==> src/rtl/dma_chan_counter.sv <==
module dma_chan_counter #(
  parameter int CW = 16,
  parameter int DW = 32
) (
  input  logic          clk,
  input  logic          rst_n,
  input  logic          wr_en,
  input  logic [1:0]    wr_addr,
  input  logic [DW-1:0] wr_data,
  input  logic [1:0]    rd_addr,
  output logic [DW-1:0] rd_data,
  input  logic          xfer_done,
  input  logic          xfer_err,
  output logic          req_ok,
  output logic [CW-1:0] remaining,
  output logic          dir_mem,
  output logic          flag_tc,
  output logic          flag_ht,
  output logic          flag_te,
  output logic          irq
);
  localparam logic [1:0] A_CFG = 2'd0, A_CNT = 2'd1, A_FLG = 2'd2, A_CLR = 2'd3;

  logic [5:0]    cfg;
  logic [CW-1:0] cnt, shadow;
  logic          tc, ht, te;

  wire           en    = cfg[0];
  wire           wr_cf = wr_en && wr_addr == A_CFG;
  wire           wr_ct = wr_en && wr_addr == A_CNT && !en;
  wire           wr_cl = wr_en && wr_addr == A_CLR;
  wire           take  = req_ok && xfer_done;
  wire [CW-1:0]  nxt   = cnt - 1'b1;
  wire           last  = nxt == '0;

  assign req_ok    = en && (cnt != '0);
  assign remaining = cnt;
  assign dir_mem   = cfg[4];
  assign flag_tc   = tc;
  assign flag_ht   = ht;
  assign flag_te   = te;
  assign irq       = (tc && cfg[1]) || (ht && cfg[2]) || (te && cfg[3]);

  always_ff @(posedge clk) begin
    if (!rst_n) begin
      cfg    <= '0;
      cnt    <= '0;
      shadow <= '0;
      tc     <= 1'b0;
      ht     <= 1'b0;
      te     <= 1'b0;
    end else begin
      if (wr_cf) cfg <= wr_data[5:0];
      if (xfer_err) cfg[0] <= 1'b0;

      if (wr_ct) begin
        cnt    <= wr_data[CW-1:0];
        shadow <= wr_data[CW-1:0];
      end else if (take) begin
        cnt <= (last && cfg[5]) ? shadow : nxt;
      end

      if (wr_cl) begin
        if (wr_data[0]) tc <= 1'b0;
        if (wr_data[1]) ht <= 1'b0;
        if (wr_data[2]) te <= 1'b0;
      end
      if (take && last)               tc <= 1'b1;
      if (take && nxt == (shadow >> 1)) ht <= 1'b1;
      if (xfer_err)                   te <= 1'b1;
    end
  end

  always_comb begin
    rd_data = '0;
    case (rd_addr)
      A_CFG:   rd_data[5:0]    = cfg;
      A_CNT:   rd_data[CW-1:0] = cnt;
      A_FLG:   rd_data[2:0]    = {te, ht, tc};
      default: rd_data         = '0;
    endcase
  end
endmodule

==> config.mk <==
export PLATFORM = sky130hd
export DESIGN_NAME = dma_chan_counter
export DESIGN_NICKNAME = d
export VERILOG_FILES = /design/src/rtl/dma_chan_counter.sv
export SDC_FILE = /design/constraint.sdc
export NUM_CORES = 1
export LEC_CHECK = 0
export ABC_AREA = 1
export BUFFER_PORTS_ARGS = -buffer_cell sky130_fd_sc_hd__buf_2
export CORE_ASPECT_RATIO = 1.4
export CORE_MARGIN = 4
export CORE_UTILIZATION = 50
export DETAILED_ROUTE_END_ITERATION = 16
export PLACE_DENSITY = 0.79
export SETUP_SLACK_MARGIN = 0.5
export SLEW_MARGIN = 10
export SYNTH_ARGS = -nofsm -noshare
export SYNTH_HDL_FRONTEND = slang
export SYNTH_SLANG_ARGS = --single-unit
==> constraint.sdc <==
create_clock -name clk -period 6.4 [get_ports clk]
set_clock_uncertainty 0.05 [all_clocks]
set_input_delay 0 -clock clk [delete_from_list [all_inputs] [get_ports clk]]
set_output_delay 0 -clock clk [all_outputs]
set_load 0.05 [all_outputs]
==> out/qor.json <==
{
  "drt-pass1-iter-count": {"value": 6},
  "placement.io_buffers": {"value": 62},
  "post-route-period-util": {"value": 0.439},
  "first_global_vias": {"value": 3100},
  "timing.rr.end": {"value": "remaining[15]$_SDFFE_PN0P_"},
  "cts_resized": {"value": 0},
  "max-vdd-ir-drop": {"value": 175, "unit": "uV"},
  "fp.dieW": {"value": 72.3, "unit": "um"},
  "clock_tree.htree_level_count": {"value": 2},
  "initial_core_util": {"value": 0.520},
  "layout.cells.most_common": {"value": "sky130_fd_sc_hd__nand2_1"},
  "wl_per_cell": {"value": 14.6, "unit": "um"},
  "yosysWarningCount": {"value": 0},
  "cts.reportedPaths.clkPinSlew": {"value": 90, "unit": "ps"},
  "power": {"value": 0.770, "unit": "mW"},
  "worst_flop_to_flop_path_startpoint": {"value": "remaining[0]$_SDFFE_PN0P_"},
  "area_delta_synth_final": {"value": 19.0, "unit": "%"},
  "hold_viol_final": {"value": 0},
  "setup_viol": {"value": 0},
  "clkSinkCount": {"value": 41},
  "multiInputGateArea": {"value": 0.00170, "unit": "mm^2"},
  "worstHoldPathCells": {"value": 3},
  "top_level_ports": {"value": 95},
  "tightest_slew": {"value": 838, "unit": "ps"},
  "leakage": {"value": 1.64, "unit": "nW"},
  "fp-row-count": {"value": 32},
  "rsz_0062_raised_after_global_routing": {"value": "false"},
  "cpPeakStageDelay": {"value": 470, "unit": "ps"},
  "die_area": {"value": 0.00709, "unit": "mm^2"},
  "launch_instance_of_the_worst_min_delay_path": {"value": "rst_n"},
  "gr-usage-all-layers": {"value": 0.256},
  "grt_first_pass_wirelength": {"value": 14500, "unit": "um"},
  "final_layout_size_suffix_gt1_frac": {"value": 0.180},
  "layout.area.seq": {"value": 821, "unit": "um^2"},
  "max_slew_margin": {"value": 0.441},
  "cts_root_buffer": {"value": "sky130_fd_sc_hd__clkbuf_8"},
  "post_route_antenna_net_violation_count": {"value": 0},
  "post_drt_via_cell_ratio": {"value": 5.35},
  "num_vias": {"value": 3335},
  "regToRegSetupSlack": {"value": 3590, "unit": "ps"},
  "dp_cells": {"value": 598},
  "crit_arrival": {"value": 2960, "unit": "ps"},
  "yosysSeqAreaShare": {"value": 0.283},
  "fp.dieH": {"value": 98.0, "unit": "um"},
  "largest_net_degree_at_the_start_of_global_routing": {"value": 29},
  "start_kind": {"value": "flip-flop"},
  "critical_path.cell_chain": {"value": "inv_2 -> ha_1 -> nand2_2 -> nor2_1 -> nand2_1 -> nand2_1 -> inv_1 -> nand2_1 -> nand2_1 -> clkinv_1 -> a21oi_1 -> a21oi_1"},
  "ff2ff_path_depth": {"value": 12},
  "criticalPathCategory": {"value": "flip-flop to flip-flop"},
  "synthesis.area": {"value": 0.00290, "unit": "mm^2"},
  "critPathRequiredTime": {"value": 6550, "unit": "ps"},
  "fin_setup_tns": {"value": 0, "unit": "ps"},
  "maxSlewViolCount": {"value": 0},
  "cts.repair_timing.setup_buffer_count": {"value": 0},
  "detailedRoute.firstIterationViolations": {"value": 223},
  "synth-edff-count": {"value": 0},
  "crit_path_top_delay_cell": {"value": "sky130_fd_sc_hd__nand2_1"},
  "place_hpwl": {"value": 6640, "unit": "um"},
  "design.core.area": {"value": 0.00557, "unit": "mm^2"},
  "n_fill_cell": {"value": 536},
  "fin_nets": {"value": 597},
  "finalWeightedCongestion": {"value": 0.976},
  "worst_hold_path.endpoint": {"value": "remaining[9]$_SDFFE_PN0P_"},
  "deepest_clock_path_buffer_count": {"value": 2},
  "post-route-worst-setup-slack": {"value": 3590, "unit": "ps"},
  "post_synth_inst_count": {"value": 481},
  "synthDistinctLibCells": {"value": 29},
  "power-per-cell-area": {"value": 224, "unit": "mW/mm^2"},
  "path_max_fanout": {"value": 18},
  "drt_drc_violations_left": {"value": 0},
  "hold_buffers": {"value": 17},
  "grt_overflow_total": {"value": 0},
  "pre_cts_slack": {"value": 3630, "unit": "ps"},
  "number_of_antenna_violations_at_the_first_check_in_global_routing": {"value": 0},
  "hold_path_class": {"value": "primary input to flip-flop"},
  "final_cell_count_no_fill": {"value": 623},
  "cap_violations": {"value": 0},
  "ffs_w_async_s_r_synth": {"value": 0},
  "cts_inserted_buffers": {"value": 5},
  "totalWireLength": {"value": 9080, "unit": "um"},
  "commonest_non_fill_non_tap_cells_in_the_layout": {"value": "sky130_fd_sc_hd__nand2_1, sky130_fd_sc_hd__buf_2, sky130_fd_sc_hd__inv_1"},
  "ys_ff_latch": {"value": 41},
  "source_to_sink_clock_delay_at_the_later_pin_of_the_worst_skew_pair": {"value": 310, "unit": "ps"},
  "cpMostUsedCell": {"value": "sky130_fd_sc_hd__nand2_1"},
  "antennaDiodeCount": {"value": 0},
  "ys_dominant_reg_cell": {"value": "sky130_fd_sc_hd__dfxtp_1"},
  "run_status": {"value": "finished clean"},
  "syn_area_per_cell": {"value": 6.02, "unit": "um^2"},
  "max_freq": {"value": 356, "unit": "MHz"},
  "end_kind": {"value": "flip-flop"},
  "cts_tree": {"value": "done"},
  "layout_min_cycle_time": {"value": 2810, "unit": "ps"},
  "whs": {"value": 60.2, "unit": "ps"}
}
==> power breakdown <==
| group | switching (mW) | internal (mW) | leakage [nW] | total [mW] |
|---|---|---|---|---|
| Combinational | 0.192 | 0.0788 | 1.25 | 0.271 |
| Sequential | 0.0183 | 0.266 | 0.334 | 0.285 |
| Clock | 0.0975 | 0.117 | 0.0554 | 0.215 |
| Total | 0.308 | 0.462 | 1.64 | 0.770 |
==> cell families after synthesis <==
group,share of synthesized area
and+or+nand+nor,0.377
buffers and inverters,0.150
DFF,0.283
adders and majority gates,0.00864
AOI/OAI and AO/OA,0.158
other,0.00130
xor gates and xnor gates,0.0212
==> cell usage after synthesis (2+ instances only) <==
master,instances,share of area
sky130_fd_sc_hd__nand2_1,120,0.16
sky130_fd_sc_hd__inv_1,55,0.071
sky130_fd_sc_hd__nand3_1,51,0.088
sky130_fd_sc_hd__a21oi_1,50,0.086
sky130_fd_sc_hd__nor2_1,49,0.064
sky130_fd_sc_hd__dfxtp_1,41,0.28
sky130_fd_sc_hd__o21ai_0,28,0.048
sky130_fd_sc_hd__buf_4,17,0.044
sky130_fd_sc_hd__nand2_2,9,0.019
sky130_fd_sc_hd__inv_2,8,0.010
sky130_fd_sc_hd__nor2_2,8,0.017
sky130_fd_sc_hd__clkbuf_1,7,0.0091
sky130_fd_sc_hd__o211ai_1,6,0.016
sky130_fd_sc_hd__xor2_1,6,0.018
sky130_fd_sc_hd__buf_2,3,0.0052
sky130_fd_sc_hd__nor3_1,3,0.0052
sky130_fd_sc_hd__o21ai_1,3,0.0052
sky130_fd_sc_hd__and2_1,2,0.0043
sky130_fd_sc_hd__buf_6,2,0.0078
sky130_fd_sc_hd__clkinv_1,2,0.0026
sky130_fd_sc_hd__ha_1,2,0.0086
sky130_fd_sc_hd__nor2_4,2,0.0078
==> flip-flops by register name, indices dropped and copies added, names as in the netlist <==
| register | cells |
|---|---|
| flag_te | 1 |
| shadow | 16 |
| cfg | 6 |
| remaining | 16 |
| flag_ht | 1 |
| flag_tc | 1 |
==> through the flow <==
stage / cell area [um^2] / util
after floorplan: 2950 / -
after global placement: 3160 / 0.568
after detailed placement: 3160 / 0.568
after CTS: 3440 / 0.619
after global routing: 3440 / 0.619
final: 3440 / 0.619
==> per-layer routing <==
| metal | part of all wire | wire length, um | global-route usage | vias up |
|---|---|---|---|---|
| met1 | 0.37 | 3340 | 0.288 | 1496 |
| met2 | 0.52 | 4750 | 0.453 | 161 |
| met4 | 0.049 | 446 | 0.137 | 0 |
| li1 | - | - | - | 1640 |
| met3 | 0.060 | 541 | 0.0330 | 38 |
| met5 | 0 | 0 | 0 | - |
==> critical path: cells and delay by family, from the launching register on <==
family	cells	cell delay, ps
simple gates	6	910
compound gates	2	360
flops	1	440
buf+inv	3	630
fa+ha+maj	1	310
==> how the worst max path moves through the flow <==
stage | startpoint | endpoint | cells after the start
after floorplan | remaining[0]$_SDFFE_PN0P_ | remaining[11]$_SDFFE_PN0P_ | 12
after global placement | remaining[0]$_SDFFE_PN0P_ | remaining[15]$_SDFFE_PN0P_ | 12
after detailed placement | remaining[0]$_SDFFE_PN0P_ | remaining[15]$_SDFFE_PN0P_ | 12
after CTS | remaining[0]$_SDFFE_PN0P_ | remaining[15]$_SDFFE_PN0P_ | 12
after global routing | remaining[0]$_SDFFE_PN0P_ | remaining[15]$_SDFFE_PN0P_ | 12
final | remaining[0]$_SDFFE_PN0P_ | remaining[15]$_SDFFE_PN0P_ | 12
==> final cells by class <==
type                            instances  area share
Inverter                               65      0.0708
Tap cell                               68      0.0247
Multi-Input combinational cell        361       0.492
Clock buffer                            6      0.0211
Sequential cell                        41       0.238
Timing Repair Buffer                   80       0.142
Clock inverter                          2      0.0113
No activity file was read; power rests on OpenSTA's default activity.
